**src/rtl/tick_sched_pkg.sv**
```systemverilog
package tick_sched_pkg;
  // even parity over a small field, zero-extended by the caller
  function automatic logic even_par(input logic [7:0] v);
    return ^v;
  endfunction
endpackage

```
**src/rtl/tick_sched_timer.sv**
```systemverilog
module tick_sched_timer #(
  parameter int TICK_DIV   = 40,
  parameter int COMP_CYC   = 12,
  parameter int N_CELLS    = 3,
  parameter int SYNC_EVERY = 3,
  parameter int AW         = 2
) (
  input  logic          clk,
  input  logic          rst_n,
  output logic          tick_o,
  output logic          sync_o,
  output logic          rpt_slot_o,
  output logic          bc_slot_o,
  output logic          end_tick_o,
  output logic [AW-1:0] addr_o
);
  localparam int CW  = $clog2(TICK_DIV);
  localparam int SW  = $clog2(SYNC_EVERY + 1);
  localparam logic [CW-1:0] LAST   = CW'(TICK_DIV - 1);
  localparam logic [CW-1:0] RPT_AT = CW'(COMP_CYC);
  localparam logic [CW-1:0] BC_AT  = CW'(COMP_CYC + 1);

  logic [CW-1:0] cnt_q, cnt_d;
  logic [AW-1:0] acnt_q, acnt_d;
  logic [SW-1:0] scnt_q, scnt_d;
  logic          last;

  assign last = (cnt_q == LAST);

  always_comb begin
    cnt_d  = cnt_q;
    acnt_d = acnt_q;
    scnt_d = scnt_q;
    if (last) begin
      cnt_d  = '0;
      acnt_d = (acnt_q == AW'(N_CELLS - 1)) ? '0 : acnt_q + AW'(1);
      scnt_d = (scnt_q == SW'(SYNC_EVERY - 1)) ? '0 : scnt_q + SW'(1);
    end else begin
      cnt_d = cnt_q + CW'(1);
    end
  end

  always_ff @(posedge clk or negedge rst_n) begin
    if (!rst_n) begin
      cnt_q  <= '0;
      acnt_q <= '0;
      scnt_q <= '0;
    end else begin
      cnt_q  <= cnt_d;
      acnt_q <= acnt_d;
      scnt_q <= scnt_d;
    end
  end

  assign tick_o     = rst_n && (cnt_q == '0);
  assign sync_o     = tick_o && (scnt_q == '0);
  assign rpt_slot_o = (cnt_q == RPT_AT);
  assign bc_slot_o  = (cnt_q == BC_AT);
  assign end_tick_o = last;
  assign addr_o     = acnt_q + AW'(1);
endmodule

```
**src/rtl/tick_sched_cell.sv**
```systemverilog
module tick_sched_cell
  import tick_sched_pkg::*;
#(
  parameter int CELL_ID = 1,
  parameter int N_CELLS = 3,
  parameter int AW      = 2
) (
  input  logic          clk,
  input  logic          rst_n,
  input  logic          bc_valid,
  input  logic [AW-1:0] bc_addr,
  input  logic          bc_par,
  input  logic          rpt_slot,
  input  logic          mute,
  output logic          req
);
  logic pend_q, pend_d;
  logic frame_ok;

  // accepted only with good parity and an in-range number
  assign frame_ok = (bc_par == even_par(8'(bc_addr))) &&
                    (bc_addr != '0) && (bc_addr <= AW'(N_CELLS));

  always_comb begin
    pend_d = pend_q;
    if (rpt_slot) pend_d = 1'b0;
    if (bc_valid && frame_ok && (bc_addr == AW'(CELL_ID))) pend_d = 1'b1;
  end

  always_ff @(posedge clk or negedge rst_n) begin
    if (!rst_n) pend_q <= 1'b0;
    else        pend_q <= pend_d;
  end

  assign req = pend_q && rpt_slot && !mute;
endmodule

```
**src/rtl/tick_sched_master.sv**
```systemverilog
module tick_sched_master #(
  parameter int N_CELLS = 3,
  parameter int AW      = 2,
  parameter int VW      = 12,
  parameter int MW      = 8
) (
  input  logic                       clk,
  input  logic                       rst_n,
  input  logic                       bc_valid,
  input  logic [AW-1:0]              bc_addr,
  input  logic                       rpt_slot,
  input  logic                       end_tick,
  input  logic                       rpt_valid,
  input  logic [AW-1:0]              rpt_cell,
  input  logic [VW-1:0]              rpt_volt,
  output logic [N_CELLS-1:0][VW-1:0] volt_o,
  output logic [N_CELLS-1:0][MW-1:0] miss_o
);
  logic [N_CELLS-1:0][VW-1:0] volt_q, volt_d;
  logic [N_CELLS-1:0][MW-1:0] miss_q, miss_d;
  logic          exp_v_q, exp_v_d;
  logic [AW-1:0] exp_c_q, exp_c_d;
  logic          mv_q, mv_d;
  logic [AW-1:0] mc_q, mc_d;

  always_comb begin
    volt_d  = volt_q;
    miss_d  = miss_q;
    exp_v_d = exp_v_q;
    exp_c_d = exp_c_q;
    mv_d    = mv_q;
    mc_d    = mc_q;
    if (rpt_slot) begin
      if (exp_v_q && !(rpt_valid && (rpt_cell == exp_c_q))) begin
        mv_d = 1'b1;
        mc_d = exp_c_q;
      end
      for (int i = 0; i < N_CELLS; i++)
        if (rpt_valid && (rpt_cell == AW'(i + 1))) volt_d[i] = rpt_volt;
    end
    if (end_tick && mv_q) begin
      mv_d = 1'b0;
      for (int i = 0; i < N_CELLS; i++)
        if ((mc_q == AW'(i + 1)) && (miss_q[i] != '1)) miss_d[i] = miss_q[i] + MW'(1);
    end
    if (bc_valid) begin
      exp_v_d = 1'b1;
      exp_c_d = bc_addr;
    end
  end

  always_ff @(posedge clk or negedge rst_n) begin
    if (!rst_n) begin
      volt_q  <= '0;
      miss_q  <= '0;
      exp_v_q <= 1'b0;
      exp_c_q <= '0;
      mv_q    <= 1'b0;
      mc_q    <= '0;
    end else begin
      volt_q  <= volt_d;
      miss_q  <= miss_d;
      exp_v_q <= exp_v_d;
      exp_c_q <= exp_c_d;
      mv_q    <= mv_d;
      mc_q    <= mc_d;
    end
  end

  assign volt_o = volt_q;
  assign miss_o = miss_q;
endmodule

```
**src/rtl/ctrl_tick_sched.sv**
```systemverilog
module ctrl_tick_sched #(
  parameter int TICK_DIV   = 40,
  parameter int COMP_CYC   = 12,
  parameter int N_CELLS    = 3,
  parameter int SYNC_EVERY = 3,
  parameter int VW         = 12,
  parameter int RW         = 16,
  parameter int MW         = 8,
  parameter int AW         = $clog2(N_CELLS + 1)
) (
  input  logic                  clk,
  input  logic                  rst_n,
  input  logic [RW-1:0]         ref_pwm,
  input  logic [RW-1:0]         ref_phase,
  input  logic [N_CELLS*VW-1:0] cell_volt,
  input  logic [N_CELLS-1:0]    cell_mute,
  input  logic                  chan_corrupt,
  output logic                  tick,
  output logic                  sync_pulse,
  output logic                  bc_valid,
  output logic [AW-1:0]         bc_addr,
  output logic                  bc_par,
  output logic [RW-1:0]         bc_pwm,
  output logic [RW-1:0]         bc_phase,
  output logic                  rpt_valid,
  output logic [AW-1:0]         rpt_cell,
  output logic [VW-1:0]         rpt_volt,
  output logic [N_CELLS*VW-1:0] volt_table,
  output logic [N_CELLS*MW-1:0] miss_cnt
);
  import tick_sched_pkg::*;

  logic [1:0] rs_q;
  logic       srst_n;
  always_ff @(posedge clk or negedge rst_n) begin
    if (!rst_n) rs_q <= 2'b00;
    else        rs_q <= {rs_q[0], 1'b1};
  end
  assign srst_n = rs_q[1];

  logic          rpt_slot, bc_slot, end_tick;
  logic [AW-1:0] addr;

  tick_sched_timer #(
    .TICK_DIV(TICK_DIV), .COMP_CYC(COMP_CYC), .N_CELLS(N_CELLS),
    .SYNC_EVERY(SYNC_EVERY), .AW(AW)
  ) u_timer (
    .clk(clk), .rst_n(srst_n), .tick_o(tick), .sync_o(sync_pulse),
    .rpt_slot_o(rpt_slot), .bc_slot_o(bc_slot), .end_tick_o(end_tick),
    .addr_o(addr)
  );

  // broadcast frame; transit fault flips the delivered parity
  assign bc_valid = bc_slot;
  assign bc_addr  = addr;
  assign bc_par   = even_par(8'(addr)) ^ chan_corrupt;
  assign bc_pwm   = ref_pwm;
  assign bc_phase = ref_phase;

  logic [N_CELLS-1:0] req;
  for (genvar g = 0; g < N_CELLS; g++) begin : g_cell
    tick_sched_cell #(.CELL_ID(g + 1), .N_CELLS(N_CELLS), .AW(AW)) u_cell (
      .clk(clk), .rst_n(srst_n), .bc_valid(bc_valid), .bc_addr(bc_addr),
      .bc_par(bc_par), .rpt_slot(rpt_slot), .mute(cell_mute[g]), .req(req[g])
    );
  end

  // fixed-priority channel arbiter, lowest cell wins
  always_comb begin
    logic found;
    found    = 1'b0;
    rpt_cell = '0;
    rpt_volt = '0;
    for (int i = 0; i < N_CELLS; i++) begin
      if (req[i] && !found) begin
        found    = 1'b1;
        rpt_cell = AW'(i + 1);
        rpt_volt = cell_volt[i*VW +: VW];
      end
    end
    rpt_valid = found;
  end

  tick_sched_master #(.N_CELLS(N_CELLS), .AW(AW), .VW(VW), .MW(MW)) u_master (
    .clk(clk), .rst_n(srst_n), .bc_valid(bc_valid), .bc_addr(bc_addr),
    .rpt_slot(rpt_slot), .end_tick(end_tick), .rpt_valid(rpt_valid),
    .rpt_cell(rpt_cell), .rpt_volt(rpt_volt), .volt_o(volt_table),
    .miss_o(miss_cnt)
  );
endmodule

```
**config.mk**
```make
export PLATFORM = sky130hd
export DESIGN_NAME = ctrl_tick_sched
export DESIGN_NICKNAME = d
export VERILOG_FILES = /design/src/rtl/tick_sched_pkg.sv /design/src/rtl/tick_sched_timer.sv /design/src/rtl/tick_sched_cell.sv /design/src/rtl/tick_sched_master.sv /design/src/rtl/ctrl_tick_sched.sv
export SDC_FILE = /design/constraint.sdc
export NUM_CORES = 1
export LEC_CHECK = 0
export BUFFER_PORTS_ARGS = -buffer_cell sky130_fd_sc_hd__buf_2
export CORE_MARGIN = 4
export CORE_UTILIZATION = 40
export DETAILED_ROUTE_END_ITERATION = 12
export PLACE_DENSITY = 0.7
export SYNTH_ARGS = -nofsm -noshare
export SYNTH_HDL_FRONTEND = slang
export SYNTH_SLANG_ARGS = --single-unit
```
**constraint.sdc**
```tcl
create_clock -name clk -period 3.9 [get_ports clk]
set_input_delay 0.195 -clock clk [delete_from_list [all_inputs] [get_ports clk]]
set_output_delay 0.195 -clock clk [all_outputs]
set_load 0.1 [all_outputs]
```
==> results summary <==
The worst hold path begins at cell_volt[4]. The signal on the critical path passes through nor2b_1 -> nor2_1 -> nand2_1 -> nand2b_1 -> buf_2. The worst setup path is captured at an output port.

Once placement completed, the tool counted placed cells totaling 557. The average cell area after synthesis came out at 11.6 um^2. The worst endpoint data arrival time is 2.98 ns.

The worst-skew pair later-pin latency came out at 0.35 ns. The largest individual stage delay along the critical path comes from the cell nor2_1. Global routing finished with a remaining overflow of 0. The largest stage delay on the critical path came out at 0.74 ns.

For this design the static power due to leakage is 2.61 nW. The cell count of the worst hold path came out at 2. The register-to-register setup slack came out at 1.38 ns. The tightest min-delay check is of the input pin to flip-flop type. In the synthesized netlist the async set-or-reset flop fraction comes to 1.00. The initial antenna violation count came out at 0. The number of I/O pins came out at 187. The layout has 905 filler cells. The worst-case IR drop observed on VDD is 0.000171 V. The first-pass GRT wire length came out at 15.4 mm. In this run the clock root is driven by a clkbuf_8.

The floorplan has 36 rows. The endpoint identified for the worst register-to-register timing path is u_master.volt_o[19]. The run finished with clean final reports. Dividing the detail-routed wire length by the instance count gives 16.7 um. The congestion estimate from routability-driven global placement came to 0.833.

The routed layout has 2,967 vias. The timing-limited maximum frequency came out at 315 MHz. The max-cap violation count came out at 0. The H-tree level count is 3. The growth of design area from synthesis to finish is 17.6%. The maximum number of pins on one net before global-route repair is 80. The count of flip-flops with a built-in enable after synthesis is 0. The post-synthesis instance total is 347. The most critical setup path has its startpoint at g_cell[0].u_cell.pend_q.

The worst reg-to-reg path cell count came out at 4. The path with the worst hold slack has its endpoint at u_master.volt_o[4]. The Yosys step of the flow raised 0 warnings.

The post-route DRC violation count came out at 0. The worst clock skew on the final layout came out at 0.0117 ns. The cell family contributing the most delay on the critical path is simple AND/OR/NAND/NOR gates.

TritonCTS built the clock tree. The area enclosed by the die boundary is 11,700 um^2. The power per standard cell area is 335 nW/um^2. The sequential cell area fraction in the yosys report is 0.503. Setup violations remaining at the end of the flow were counted as 0. In the routed layout, each cell is associated on average with a via count of 5.17. In the final layout, the share of cells above drive strength 1 is 0.408. The total area inside the core boundary comes to 9770 um^2. The overall global routing resource usage is 0.167. Summed over all nets, the half-perimeter wirelength after detailed placement is 7.21 mm. The total count of hold-check failures in the final report came out at 0. The number of standard cells in the final layout excluding fillers is 574.

The number of clock buffers added by TritonCTS is 9. The final count of pins violating max slew is 0. The remaining max-slew budget at the tightest pin came out at 0.335.

For the pin with the worst max-slew slack, the measured transition is 0.997 ns. The number of distinct library cells after synthesis is 48. The detailed router's first-iteration violation count came out at 199. The effective utilization at floorplan is 0.412. The data required time at the worst endpoint came out at 3.70 ns. The final wirelength came out at 9.58 mm. The maximum count of clock buffers along a single path is 2. STA classifies the critical path startpoint as a flip-flop. The clock edge transition at the registers on the reported setup and hold paths came out at 0.09 ns. The number of synthesized register bits came out at 81. The ratio of final minimum period to clock period is 0.814. The final antenna diode count came out at 0. Counting both buffers and inverters, the worst setup path holds a total of 1. The worst setup path is of the flip-flop to output port kind. The startpoint identified for the worst register-to-register timing path is g_cell[0].u_cell.pend_q. The number of nets in the synthesized netlist is 431. The largest fanout on the critical path came out at 14.

Setup repair after global routing left no endpoint under its margin. In this run the cell area of the synthesized design comes to 4030 um^2. The width of the die is 108 um. The shortest period the worst path allows came out at 3.18 ns. During placement, the flow inserted port buffers numbering 122.

The first-pass iteration count of the detailed router came out at 4. The via count of the first global-routing pass came out at 2,933. The sum of negative setup slack came out at 0 ns. Once detail routing completed, the nets flagged for antenna violations numbered 0.

The count of nets after finishing is 520. Buffers added to address setup during post-CTS repair amount to 0. The most instantiated flip-flop cell in the synthesis netlist is dfrtp_1. From bottom edge to top edge, the die measures 108 um.

The TritonCTS sink count came out at 81.
-- worst max path at each step --
| stage | to | cells past startpoint | slack, ns |
|---|---|---|---|
| floorplan | sync_pulse | 3 | 0.37 |
| global placement | rpt_cell[1] | 5 | 1.25 |
| detailed placement | rpt_cell[1] | 5 | 1.15 |
| CTS | rpt_cell[1] | 5 | 0.75 |
| global route | rpt_cell[1] | 5 | 0.51 |
| finish | rpt_cell[1] | 5 | 0.72 |
-- cells in the mapped netlist, types with 2 or more instances --
| cell type | instances | area share |
|---|---|---|
| a22o_1 | 3 | 0.0065 |
| and4_1 | 2 | 0.0043 |
| nand3_1 | 12 | 0.015 |
| a22oi_1 | 7 | 0.013 |
| dfrtp_1 | 81 | 0.50 |
| xor2_1 | 13 | 0.028 |
| nor2_1 | 14 | 0.013 |
| and3_1 | 9 | 0.014 |
| a211oi_1 | 2 | 0.0037 |
| o21ai_0 | 4 | 0.0050 |
| xnor2_1 | 9 | 0.020 |
| inv_1 | 9 | 0.0084 |
| buf_2 | 7 | 0.0087 |
| a21o_1 | 8 | 0.015 |
| nand2_1 | 18 | 0.017 |
| a31oi_1 | 3 | 0.0047 |
| and2_4 | 2 | 0.0043 |
| nor3b_1 | 3 | 0.0056 |
| buf_6 | 4 | 0.011 |
| a221o_1 | 5 | 0.012 |
| ha_1 | 10 | 0.031 |
| nand2b_1 | 7 | 0.011 |
| buf_4 | 32 | 0.060 |
| mux2_2 | 35 | 0.098 |
| nor3_1 | 9 | 0.011 |
| o2bb2ai_1 | 7 | 0.015 |
| clkbuf_1 | 3 | 0.0028 |
| and2_1 | 2 | 0.0031 |
| nand4_1 | 7 | 0.011 |
| a21oi_1 | 2 | 0.0025 |
-- layout make-up --
cell class	count	area, um^2	area share
clock buffers	12	145	0.0306
inverters	9	33.8	0.00713
flip-flops and latches	81	2030	0.429
clock inverters	4	76.3	0.0161
multi-input cells	211	1660	0.350
repair buffers	124	628	0.133
well taps	133	166	0.0351
-- per-stage QoR --
| stage | utilization | power, mW | setup WS, ns | cell area (um^2) | hold slack, ns |
|---|---|---|---|---|---|
| CTS | 0.485 | 1.60 | 0.751 | 4740 | 0.0669 |
| global route | 0.485 | 1.65 | 0.508 | 4740 | 0.0677 |
| detailed placement | 0.461 | 0.916 | 1.15 | 4510 | -0.0183 |
| global placement | 0.461 | 0.915 | 1.25 | 4510 | -0.0188 |
| finish | 0.485 | 1.59 | 0.724 | 4740 | 0.0852 |
| floorplan | - | 1.04 | 0.368 | 4050 | -0.101 |
-- per-layer routing --
| metal | track usage | routed length [um] | vias to the layer above |
|---|---|---|---|
| met4 | 0.0550 | 153 | 0 |
| met2 | 0.277 | 4850 | 94 |
| li1 | - | - | 1379 |
| met1 | 0.212 | 4010 | 1477 |
| met3 | 0.0448 | 560 | 17 |
| met5 | 0 | 0 | - |
-- sequential cells by signal (all words and copies together), names as in the netlist --
register,flops
u_timer.cnt_q,6
u_master.mc_q,2
g_cell.u_cell.pend_q,3
u_timer.acnt_q,2
u_master.mv_q,1
rs_q,2
u_master.exp_v_q,1
u_master.exp_c_q,2
u_master.miss_o,24
u_timer.scnt_q,2
u_master.volt_o,36
-- kinds of logic after synthesis --
group	synth area share
multiplexers	0.100
adder cells (fa/ha/maj)	0.0311
XOR/XNOR	0.0478
flip-flops	0.503
AND/OR/NAND/NOR	0.129
AO/OA/AOI/OAI	0.0972
buffers and inverters	0.0907
other	0.000931
-- report_power, final --
group | internal (mW) | leakage (nW) | switching (mW)
sequential | 0.841 | 1.09 | 0.000958
clock | 0.380 | 0.107 | 0.307
combinational | 0.0200 | 1.41 | 0.0369
-- placed cells by master (no fill, tap or decap), drive strengths merged, types with 3 or more instances in the layout --
| cell | count |
|---|---|
| a22o | 3 |
| and2 | 4 |
| nor2 | 14 |
| a221o | 5 |
| nand4 | 8 |
| inv | 9 |
| dfrtp | 81 |
| ha | 10 |
| a31oi | 3 |
| o21ai | 4 |
| nand3 | 12 |
| o2bb2ai | 7 |
| a22oi | 7 |
| a21o | 8 |
| nor3b | 3 |
| and3 | 9 |
| xnor2 | 9 |
| clkbuf | 12 |
| xor2 | 13 |
| nand2b | 7 |
| nand2 | 18 |
| nor3 | 9 |
| buf | 123 |
| mux2 | 35 |
-- what timing repair did --
action / CTS / global route
endpoints found under the hold margin: 2 / 0
resized for setup: 0 / 0
hold buffers: 1 / 0
(Power assumes the default switching activity.)
